--- config.mk ---
export PLATFORM = sky130hd
export DESIGN_NAME = i2c_irq_status
export DESIGN_NICKNAME = d
export VERILOG_FILES = /design/src/rtl/i2c_irq_pkg.sv /design/src/rtl/i2c_irq_evbank.sv /design/src/rtl/i2c_irq_levels.sv /design/src/rtl/i2c_irq_abort.sv /design/src/rtl/i2c_irq_status.sv
export SDC_FILE = /design/constraint.sdc
export NUM_CORES = 1
export LEC_CHECK = 0
export BUFFER_PORTS_ARGS = -buffer_cell sky130_fd_sc_hd__buf_4
export CAP_MARGIN = 20
export CORE_MARGIN = 4
export CORE_UTILIZATION = 41
export CTS_BUF_LIST = sky130_fd_sc_hd__clkbuf_8
export DETAILED_ROUTE_END_ITERATION = 7
export PLACE_DENSITY = 0.94
export SYNTH_ARGS = -nofsm -noshare
export SYNTH_HDL_FRONTEND = slang
export SYNTH_SLANG_ARGS = --single-unit
--- constraint.sdc ---
create_clock -name clk -period 1.9 [get_ports clk]
set_input_delay 0.38 -clock clk [delete_from_list [all_inputs] [get_ports clk]]
set_output_delay 0.38 -clock clk [all_outputs]
set_load 0.05 [all_outputs]
--- src/rtl/i2c_irq_pkg.sv ---
package i2c_irq_pkg;

    localparam int STAT_W  = 12;
    localparam int CAUSE_W = 16;

    // Raw status bit positions (software decodes these positions).
    localparam int ST_RX_UNDER = 0;
    localparam int ST_RX_OVER  = 1;
    localparam int ST_RX_THR   = 2;
    localparam int ST_TX_OVER  = 3;
    localparam int ST_TX_THR   = 4;
    localparam int ST_RD_REQ   = 5;
    localparam int ST_TX_ABORT = 6;
    localparam int ST_RX_DONE  = 7;
    localparam int ST_ACTIVITY = 8;
    localparam int ST_STOP     = 9;
    localparam int ST_START    = 10;
    localparam int ST_GCALL    = 11;

    // Cause bits with special update rules.
    localparam int AB_SBYTE_NORST = 9;
    localparam int AB_ARB_LOST    = 12;
    localparam int AB_SLV_ARB     = 14;

    // Bits held by an event flop; the other bits are derived elsewhere.
    localparam logic [STAT_W-1:0] EVT_BITS =
        STAT_W'((1 << ST_RX_UNDER) | (1 << ST_RX_OVER) | (1 << ST_TX_OVER) |
                (1 << ST_RD_REQ)   | (1 << ST_RX_DONE) | (1 << ST_ACTIVITY) |
                (1 << ST_STOP)     | (1 << ST_START)   | (1 << ST_GCALL));
    // Bits that clear when disabled and both FSMs are idle.
    localparam logic [STAT_W-1:0] IDLE_CLR_BITS =
        STAT_W'((1 << ST_RX_UNDER) | (1 << ST_RX_OVER) | (1 << ST_TX_OVER));
    // Bits that clear as soon as the controller is disabled.
    localparam logic [STAT_W-1:0] DIS_CLR_BITS = STAT_W'(1 << ST_GCALL);

    typedef struct packed {
        logic              stb;
        logic [STAT_W-1:0] mask;
    } clr_req_t;

    typedef struct packed {
        logic rx_under;
        logic rx_over;
        logic tx_over;
        logic rd_req;
        logic rx_done;
        logic bus_act;
        logic stop;
        logic start;
        logic gcall;
    } evt_in_t;

    function automatic logic [STAT_W-1:0] clr_vector(clr_req_t r);
        return r.stb ? r.mask : '0;
    endfunction

    function automatic logic [STAT_W-1:0] evt_vector(evt_in_t e);
        logic [STAT_W-1:0] v;
        v = '0;
        v[ST_RX_UNDER] = e.rx_under;
        v[ST_RX_OVER]  = e.rx_over;
        v[ST_TX_OVER]  = e.tx_over;
        v[ST_RD_REQ]   = e.rd_req;
        v[ST_RX_DONE]  = e.rx_done;
        v[ST_ACTIVITY] = e.bus_act;
        v[ST_STOP]     = e.stop;
        v[ST_START]    = e.start;
        v[ST_GCALL]    = e.gcall;
        return v;
    endfunction

    function automatic logic [CAUSE_W-1:0] cause_set(logic [CAUSE_W-1:0] ev, logic rearm9);
        logic [CAUSE_W-1:0] v;
        v = ev;
        v[AB_ARB_LOST]    = ev[AB_ARB_LOST] | ev[AB_SLV_ARB];
        v[AB_SBYTE_NORST] = ev[AB_SBYTE_NORST] | rearm9;
        return v;
    endfunction

endpackage

--- src/rtl/i2c_irq_evbank.sv ---
module i2c_irq_evbank
    import i2c_irq_pkg::*;
(
    input  logic              clk,
    input  logic              rst,
    input  logic              enable,
    input  logic              fsm_busy,
    input  logic [STAT_W-1:0] evt,
    input  logic [STAT_W-1:0] clr,
    output logic [STAT_W-1:0] flag_q
);

    for (genvar i = 0; i < STAT_W; i++) begin : g_bit
        if (EVT_BITS[i]) begin : g_flop
            logic bit_q;
            logic clr_hit;

            assign clr_hit = clr[i]
                           | (DIS_CLR_BITS[i]  & ~enable)
                           | (IDLE_CLR_BITS[i] & ~enable & ~fsm_busy);

            always_ff @(posedge clk) begin
                if (rst)          bit_q <= 1'b0;
                else if (evt[i])  bit_q <= 1'b1;
                else if (clr_hit) bit_q <= 1'b0;
            end

            assign flag_q[i] = bit_q;

            // a pulse always lands, even against a clear
            a_r11_event_wins: assert property (@(posedge clk) disable iff (rst)
                evt[i] |=> bit_q);

            // held while enabled and not addressed by a clear
            a_r4_hold: assert property (@(posedge clk) disable iff (rst)
                bit_q && enable && !clr[i] |=> bit_q);

            if (IDLE_CLR_BITS[i]) begin : g_idle_chk
                // disabled and idle drops the bit
                a_r5_idle_clear: assert property (@(posedge clk) disable iff (rst)
                    !enable && !fsm_busy && !evt[i] |=> !bit_q);
                // disabled but busy keeps the bit
                a_r5_busy_keep: assert property (@(posedge clk) disable iff (rst)
                    bit_q && !enable && fsm_busy && !clr[i] |=> bit_q);
            end

            if (DIS_CLR_BITS[i]) begin : g_dis_chk
                // general call drops on disable
                a_r10_gcall_disable: assert property (@(posedge clk) disable iff (rst)
                    !enable && !evt[i] |=> !bit_q);
            end

            if (i == ST_ACTIVITY) begin : g_act_chk
                // activity leaves only through an explicit clear
                a_r6_activity_hold: assert property (@(posedge clk) disable iff (rst)
                    bit_q && !clr[i] |=> bit_q);
            end
        end else begin : g_none
            assign flag_q[i] = 1'b0;
        end
    end

endmodule

--- src/rtl/i2c_irq_levels.sv ---
module i2c_irq_levels #(
    parameter int LW = 7
) (
    input  logic          clk,
    input  logic          rst,
    input  logic          enable,
    input  logic          fsm_busy,
    input  logic [LW-1:0] rx_lvl,
    input  logic [LW-1:0] rx_thr,
    input  logic [LW-1:0] tx_lvl,
    input  logic [LW-1:0] tx_thr,
    output logic          rx_thr_q,
    output logic          tx_thr_q
);

    logic rx_hit;
    logic tx_hit;

    assign rx_hit = rx_lvl >= rx_thr;
    assign tx_hit = tx_lvl <= tx_thr;

    always_ff @(posedge clk) begin
        if (rst) begin
            rx_thr_q <= 1'b0;
            tx_thr_q <= 1'b0;
        end else begin
            rx_thr_q <= enable & rx_hit;
            tx_thr_q <= enable ? tx_hit : fsm_busy;
        end
    end

    // RX threshold bit is forced low while disabled
    a_r2_rx_disabled: assert property (@(posedge clk) disable iff (rst)
        !enable |=> !rx_thr_q);

    // below threshold the bit drops
    a_r2_rx_below: assert property (@(posedge clk) disable iff (rst)
        rx_lvl < rx_thr |=> !rx_thr_q);

    // disabled with idle FSMs reads 0
    a_r3_tx_idle: assert property (@(posedge clk) disable iff (rst)
        !enable && !fsm_busy |=> !tx_thr_q);

    // disabled with an active FSM reads 1
    a_r3_tx_busy: assert property (@(posedge clk) disable iff (rst)
        !enable && fsm_busy |=> tx_thr_q);

endmodule

--- src/rtl/i2c_irq_abort.sv ---
module i2c_irq_abort
    import i2c_irq_pkg::*;
(
    input  logic               clk,
    input  logic               rst,
    input  logic [CAUSE_W-1:0] ab_evt,
    input  logic               sbyte_cond,
    input  logic               clr_all,
    output logic [CAUSE_W-1:0] cause_q
);

    logic               rearm_q;
    logic [CAUSE_W-1:0] set_vec;

    assign set_vec = cause_set(ab_evt, rearm_q & sbyte_cond);

    for (genvar i = 0; i < CAUSE_W; i++) begin : g_cause
        logic bit_q;
        always_ff @(posedge clk) begin
            if (rst)             bit_q <= 1'b0;
            else if (set_vec[i]) bit_q <= 1'b1;
            else if (clr_all)    bit_q <= 1'b0;
        end
        assign cause_q[i] = bit_q;
    end

    // Remembers a clear that removed bit 9 while its condition still held.
    always_ff @(posedge clk) begin
        if (rst) rearm_q <= 1'b0;
        else     rearm_q <= clr_all & cause_q[AB_SBYTE_NORST] & sbyte_cond
                          & ~set_vec[AB_SBYTE_NORST];
    end

    // clearing the abort bit empties the cause register
    a_r7_cause_clear: assert property (@(posedge clk) disable iff (rst)
        clr_all && ab_evt == '0 && !rearm_q |=> cause_q == '0);

    // slave arbitration loss also flags arbitration loss
    a_r8_slave_arb: assert property (@(posedge clk) disable iff (rst)
        ab_evt[AB_SLV_ARB] |=> cause_q[AB_SLV_ARB] && cause_q[AB_ARB_LOST]);

    // bit 9 drops for one cycle, then returns if the condition held
    a_r9_rearm: assert property (@(posedge clk) disable iff (rst)
        clr_all && cause_q[AB_SBYTE_NORST] && sbyte_cond && !ab_evt[AB_SBYTE_NORST] && !rearm_q
        |=> !cause_q[AB_SBYTE_NORST] ##1 (cause_q[AB_SBYTE_NORST] || !$past(sbyte_cond)));

endmodule

--- src/rtl/i2c_irq_status.sv ---
module i2c_irq_status
    import i2c_irq_pkg::*;
#(
    parameter int FIFO_DEPTH = 64,
    localparam int LW = $clog2(FIFO_DEPTH + 1)
) (
    input  logic               clk,
    input  logic               rst,
    input  logic               enable,
    input  logic               mst_active,
    input  logic               slv_active,
    input  logic               rx_under_ev,
    input  logic               rx_over_ev,
    input  logic               tx_over_ev,
    input  logic               rd_req_ev,
    input  logic               rx_done_ev,
    input  logic               bus_act_ev,
    input  logic               stop_ev,
    input  logic               start_ev,
    input  logic               gcall_ev,
    input  logic [CAUSE_W-1:0] abort_ev,
    input  logic               sbyte_norst_cond,
    input  logic [LW-1:0]      rx_level,
    input  logic [LW-1:0]      rx_thresh,
    input  logic [LW-1:0]      tx_level,
    input  logic [LW-1:0]      tx_thresh,
    input  logic               clr_stb,
    input  logic [STAT_W-1:0]  clr_mask,
    input  logic [STAT_W-1:0]  irq_en,
    output logic [STAT_W-1:0]  raw_stat,
    output logic [STAT_W-1:0]  masked_stat,
    output logic               irq,
    output logic [CAUSE_W-1:0] abort_cause,
    output logic               busy
);

    evt_in_t           evt_s;
    clr_req_t          clr_s;
    logic [STAT_W-1:0] evt_v;
    logic [STAT_W-1:0] clr_v;
    logic [STAT_W-1:0] flag_q;
    logic              rx_thr_q;
    logic              tx_thr_q;

    assign busy = mst_active | slv_active;

    always_comb begin
        evt_s.rx_under = rx_under_ev;
        evt_s.rx_over  = rx_over_ev;
        evt_s.tx_over  = tx_over_ev;
        evt_s.rd_req   = rd_req_ev;
        evt_s.rx_done  = rx_done_ev;
        evt_s.bus_act  = bus_act_ev;
        evt_s.stop     = stop_ev;
        evt_s.start    = start_ev;
        evt_s.gcall    = gcall_ev;
        clr_s.stb      = clr_stb;
        clr_s.mask     = clr_mask;
    end

    assign evt_v = evt_vector(evt_s);
    assign clr_v = clr_vector(clr_s);

    i2c_irq_evbank u_evbank (
        .clk      (clk),
        .rst      (rst),
        .enable   (enable),
        .fsm_busy (busy),
        .evt      (evt_v),
        .clr      (clr_v),
        .flag_q   (flag_q)
    );

    i2c_irq_levels #(.LW(LW)) u_levels (
        .clk      (clk),
        .rst      (rst),
        .enable   (enable),
        .fsm_busy (busy),
        .rx_lvl   (rx_level),
        .rx_thr   (rx_thresh),
        .tx_lvl   (tx_level),
        .tx_thr   (tx_thresh),
        .rx_thr_q (rx_thr_q),
        .tx_thr_q (tx_thr_q)
    );

    i2c_irq_abort u_abort (
        .clk        (clk),
        .rst        (rst),
        .ab_evt     (abort_ev),
        .sbyte_cond (sbyte_norst_cond),
        .clr_all    (clr_v[ST_TX_ABORT]),
        .cause_q    (abort_cause)
    );

    always_comb begin
        raw_stat              = flag_q;
        raw_stat[ST_RX_THR]   = rx_thr_q;
        raw_stat[ST_TX_THR]   = tx_thr_q;
        raw_stat[ST_TX_ABORT] = |abort_cause;
    end

    assign masked_stat = raw_stat & irq_en;
    assign irq         = |masked_stat;

    // the abort status bit tracks the cause register
    a_r1_abort_bit: assert property (@(posedge clk) disable iff (rst)
        raw_stat[ST_TX_ABORT] == (abort_cause != '0));

endmodule

# Word-level counts from Yosys, hierarchy flattened
# Index checks and enable logic that the tools add are counted.
dict set report word_totals {
  out_inout_bits 42
  reg_bits 28
}
dict set report op_classes {
  n_bitwise 17
  n_mux 37
  order_cmp 2
  n_reduce_logical 27
}
# operator count
set ops {}
lappend ops {{2-bit nonzero test} 25}
lappend ops {{1-bit two-way mux} 36}
lappend ops {{16-bit OR reduction} 1}
lappend ops {{12-bit AND} 1}
lappend ops {{12-bit two-way mux} 1}
lappend ops {{12-bit OR reduction} 1}
lappend ops {{7-bit >= comparator} 1}
lappend ops {{7-bit less-or-equal comparator} 1}
lappend ops {{1-bit bitwise OR} 7}
lappend ops {{1-bit AND} 6}
lappend ops {{1-bit inverter} 3}

# Logic depth before layout (Yosys ltp)
dict set report logic_depth {
  depth_word 6
  mapped_depth 6
  depth_no_buf 6
}

# Cells and area by module
# From an unflattened synthesis, not the netlist that was laid out.
dict set report hier_totals {
  cells_unflattened 230
  hier_area_um2 1813.0
}
# module instances area_each_um2 seq_area_each_um2 cells_each
set modules_own_cells {}
lappend modules_own_cells {i2c_irq_abort 1 745.7 340.3 87}
lappend modules_own_cells {i2c_irq_levels 1 410.4 40.0 53}
lappend modules_own_cells {i2c_irq_evbank 1 404.1 180.2 51}
lappend modules_own_cells {i2c_irq_status 1 252.7 0.0 39}

# Worst setup path after synthesis
# No wires, ideal clock.
dict set report synth_path {
  kind {reg2out}
  startpoint {register u_abort.g_cause[6].bit_q}
  endpoint {output port irq}
  arrival_ps 2221
  path_slack_ps -701
  required_time_ps 1520
  path_stages_with_launch 5
  cell_sequence {dfxtp_1 -> nor4_1 -> nand4_1 -> and2_1 -> nand3b_1}
}
dict set report synth_between {
  elab_chain_len 3
}
# item line
set synth_rtl {}
lappend synth_rtl {{from (decl)} i2c_irq_abort.sv:18} ;# logic bit_q;
lappend synth_rtl {{from (signal assigned)} i2c_irq_abort.sv:20} ;# if (rst) bit_q <= 1'b0;
lappend synth_rtl {{from (signal assigned)} i2c_irq_abort.sv:21} ;# else if (set_vec[i]) bit_q <= 1'b1;
lappend synth_rtl {{from (signal assigned)} i2c_irq_abort.sv:22} ;# else if (clr_all) bit_q <= 1'b0;
lappend synth_rtl {{16-bit OR reduction} i2c_irq_status.sv:100} ;# raw_stat[ST_TX_ABORT] = |abort_cause;
lappend synth_rtl {{via raw_stat[6]} i2c_irq_status.sv:30} ;# output logic [STAT_W-1:0] raw_stat,
lappend synth_rtl {{12-bit AND} i2c_irq_status.sv:103} ;# assign masked_stat = raw_stat & irq_en;
lappend synth_rtl {{via masked_stat[6]} i2c_irq_status.sv:31} ;# output logic [STAT_W-1:0] masked_stat,
lappend synth_rtl {{12-bit OR reduction} i2c_irq_status.sv:104} ;# assign irq = |masked_stat;
lappend synth_rtl {{to (decl)} i2c_irq_status.sv:32} ;# output logic irq,
# The timed path passes the listed nets, and every way through them passes these cells.

# Worst setup path after layout
dict set report layout_path {
  startpoint {register u_levels.tx_thr_q}
  endpoint {output port irq}
}
dict set report layout_between {
  elab_chain_len 2
}
# item line
set layout_rtl {}
lappend layout_rtl {{from (decl)} i2c_irq_levels.sv:13} ;# output logic tx_thr_q
lappend layout_rtl {{from (signal assigned)} i2c_irq_levels.sv:28} ;# tx_thr_q <= enable ? tx_hit : fsm_busy;
lappend layout_rtl {{12-bit AND} i2c_irq_status.sv:103}
lappend layout_rtl {{12-bit OR reduction} i2c_irq_status.sv:104}
# No other way between the ends.

==> impl_metrics.toml <==
[run_status]
outcome = "finished, violations left"
failing_checks = "negative setup slack"

[yosys]
mappedNetlistNets = 298
synth-warning-count = 0
synth-main-ff-cell = "sky130_fd_sc_hd__dfxtp_1"
netlist_area_mm2 = 0.00160
yosys-top-cells-area = "sky130_fd_sc_hd__dfxtp_1, sky130_fd_sc_hd__buf_4, sky130_fd_sc_hd__ha_1"
synth_seq_area_share_pct = 35.1
number_of_synthesized_flops_with_an_enable_pin = 0
library_cell_occupying_the_most_area_in_the_post_synthesis_netlist = "sky130_fd_sc_hd__dfxtp_1"
post-synth-top-area-fraction_pct = 35.1
postSynth.asyncResetShare_pct = 0
top_cells_by_instance_count_after_synthesis = "sky130_fd_sc_hd__dfxtp_1, sky130_fd_sc_hd__buf_4, sky130_fd_sc_hd__nor2_1, sky130_fd_sc_hd__a21oi_1, sky130_fd_sc_hd__inv_1"
synth-seq-cells = 28
syn_avg_cell_area_um2 = 7.98
netlist_instances = 200
post-synth-top-count-cell = "sky130_fd_sc_hd__dfxtp_1"
post_synth_num_cell_types = 30

[finish]
stdcell_area_mm2 = 0.00244
filler_cell_count = 322
insertedDiodeCount = 0
total_number_of_nets_in_the_final_design = 397
drive_gt1_share_pct = 46.5
area_delta_synth_final_pct = 53.1

[clock_network]
root_buffer = "sky130_fd_sc_hd__clkbuf_8"
cts_htree_levels = 1
clock_latency_ns = 0.26
clock_sinks = 28
tritoncts_clock_tree = "built"
hold_buffers = 0
clk_pin_slew_ns = 0.09
clockBufferDepth = 2
cts_buffers = 3

[worst_hold_path]
worst_hold_path.num_cells = 3
holdCritStartpoint = "abort_ev[6]"
worstHoldEndpoint = "u_abort.g_cause[6].bit_q"
hp-class = "in -> reg"

[setup_path]
critical_path_required_ns = 1.52
critPathSlowestCell = "sky130_fd_sc_hd__or4_4"
worstPathCellList = "and2_4 -> or4_4 -> nor4_4 -> nand3b_1 -> buf_6"
timing.critical_path.slowest_cell_delay_ns = 0.54
crit-reg2reg-launch = "u_abort.g_cause[9].bit_q"
worst_r2r_endpoint = "u_abort.g_cause[9].bit_q"
worstSetupStartpointType = "flop"
crit_path_max_fanout = 2
reg2reg_setup_slack_ns = 1.09
timing.setup.critical_path_class = "reg -> out"
r2r_cells = 2
arrival_worst_endpoint_ns = 1.68
setup.worst_path.end_class = "output port"

[pwr]
static-leakage-power_uw = 0.00129
vdd_ir_drop_max_v = 0.000486
post-layout-total-power_uw = 1570
p_per_area_mw_per_mm2 = 641

[route]
vias = 1650
drt_pass1_iterations = 4
drt-initial-drc-count = 92
final_antenna_net_count = 0
mean_number_of_vias_per_cell = 4.78
post_drt_wl_per_cell_um = 13.4
finalWirelength_um = 4620
detail_route.drc_violations = 0

[timing]
relSlewSlack_pct = 62.9
setup_ws_ns = -0.159
rsz0062_at_grt = "true"
clock_skew_ns = 0.00000128
fin_worst_hold_slack_ns = 0.315
worst-slew-pin-transition_ns = 0.556
final-hold-violation-count = 0
finalSetupViolCount = 1
final_period_minus_worst_setup_slack_ns = 2.06
final.period_utilization_pct = 108
maximum_frequency_from_static_timing_analysis_mhz = 486
timing.final.max_slew_violations = 0

[floorplanning]
std_cell_rows = 22
core_area_mm2 = 0.00372
die_height_um = 70.4
start_util_pct = 43.0
die_x_extent_um = 70.4
floorplan.die_area_mm2 = 0.00496
top_level_ports = 126

[place]
input_output_buffers = 123
placement.setup.worst_slack_ns = -0.167
post-dp-hpwl_um = 3960
gp_routability_congestion = 0.837
dpl_cell_area_mm2 = 0.00237

[global_route]
grt_start_max_net_pins = 29
grt_antenna_before_repair = 0
globalRouteTotalUtil_pct = 18.1
vias_in_the_first_global_route = 1631
grt_pass1_wl_um = 7360
grt_overflow = 0

[flow_run]
timing.max_cap.violations = 0
routing by layer:
layer / global-route usage (%) / vias to the layer above / wire length, um
met5: 0 / - / 0
met4: 3.19 / 0 / 30
met3: 4.03 / 2 / 396
met2: 34.1 / 67 / 2500
met1: 20.6 / 736 / 1700
li1: - / 845 / -
worst max path at each step:
stage / startpoint / end / cells after the start
5_1_grt: u_levels.tx_thr_q / irq / 5
2_1_floorplan: u_abort.g_cause[8].bit_q / irq / 4
6_report: u_levels.tx_thr_q / irq / 5
4_1_cts: u_levels.tx_thr_q / irq / 5
3_3_place_gp: irq_en[7] / irq / 6
3_5_place_dp: irq_en[7] / irq / 6
repair_timing:
item                       CTS  global route
setup endpoints to repair    1             2
buffers inserted             1             0
pin swaps                    3             1
resized for setup            3             2
flip-flops by register name (all words and copies together), names as in the netlist:
| name | flops |
|---|---|
| u_abort.g_cause.bit_q | 16 |
| u_abort.rearm_q | 1 |
| u_evbank.g_bit.g_flop.bit_q | 9 |
| u_levels.rx_thr_q | 1 |
| u_levels.tx_thr_q | 1 |
cell usage in the layout, fill, tap and decap left out, types with 4 or more instances in the layout:
cell | netlist | routed
sky130_fd_sc_hd__and2_1 | 10 | 9
sky130_fd_sc_hd__buf_4 | 27 | 125
sky130_fd_sc_hd__a21oi_1 | 23 | 23
sky130_fd_sc_hd__nand2_1 | 10 | 10
sky130_fd_sc_hd__nor2_1 | 25 | 25
sky130_fd_sc_hd__nor3_1 | 4 | 4
sky130_fd_sc_hd__ha_1 | 14 | 14
sky130_fd_sc_hd__inv_1 | 18 | 18
sky130_fd_sc_hd__dfxtp_1 | 28 | 26
sky130_fd_sc_hd__nand3_1 | 6 | 6
sky130_fd_sc_hd__nand4_1 | 4 | 4
worst max-delay path, delay by kind of cell (launching register included):
family	cells	cell delay [ns]
AND/OR/NAND/NOR	4	0.92
flip-flops	1	0.32
buffers and inverters	1	0.17
final cells by class:
cell class | instances | area [um2] | area share (%)
Inverter | 18 | 67.6 | 2.76
Timing Repair Buffer | 126 | 950 | 38.8
Tap cell | 48 | 60.1 | 2.46
Sequential cell | 28 | 563 | 23.0
Multi-Input combinational cell | 122 | 763 | 31.2
Clock buffer | 3 | 41.3 | 1.69
through the flow:
step | cells | setup TNS (ns) | util (%)
after global routing | 345 | -0.260 | 65.8
after global placement | 341 | -0.162 | 63.9
after detailed placement | 341 | -0.167 | 63.9
final | 345 | -0.159 | 65.8
after floorplan | 200 | -0.497 | -
after CTS | 345 | -0.174 | 65.4
report_power, final:
part	internal [uW]	switching, uW
logic	255	344
clock network	142	163
registers	629	32.8
cells by family (layout without fill, tap and decap cells):
logic type / Yosys count / in the layout / synth area share (%)
compound gates: 36 / 36 / 12.6
fa+ha+maj: 14 / 14 / 11.0
buf+inv: 50 / 147 / 18.2
flops: 28 / 28 / 35.1
simple gates: 72 / 72 / 23.1
No activity file was read; power rests on OpenSTA's default activity.
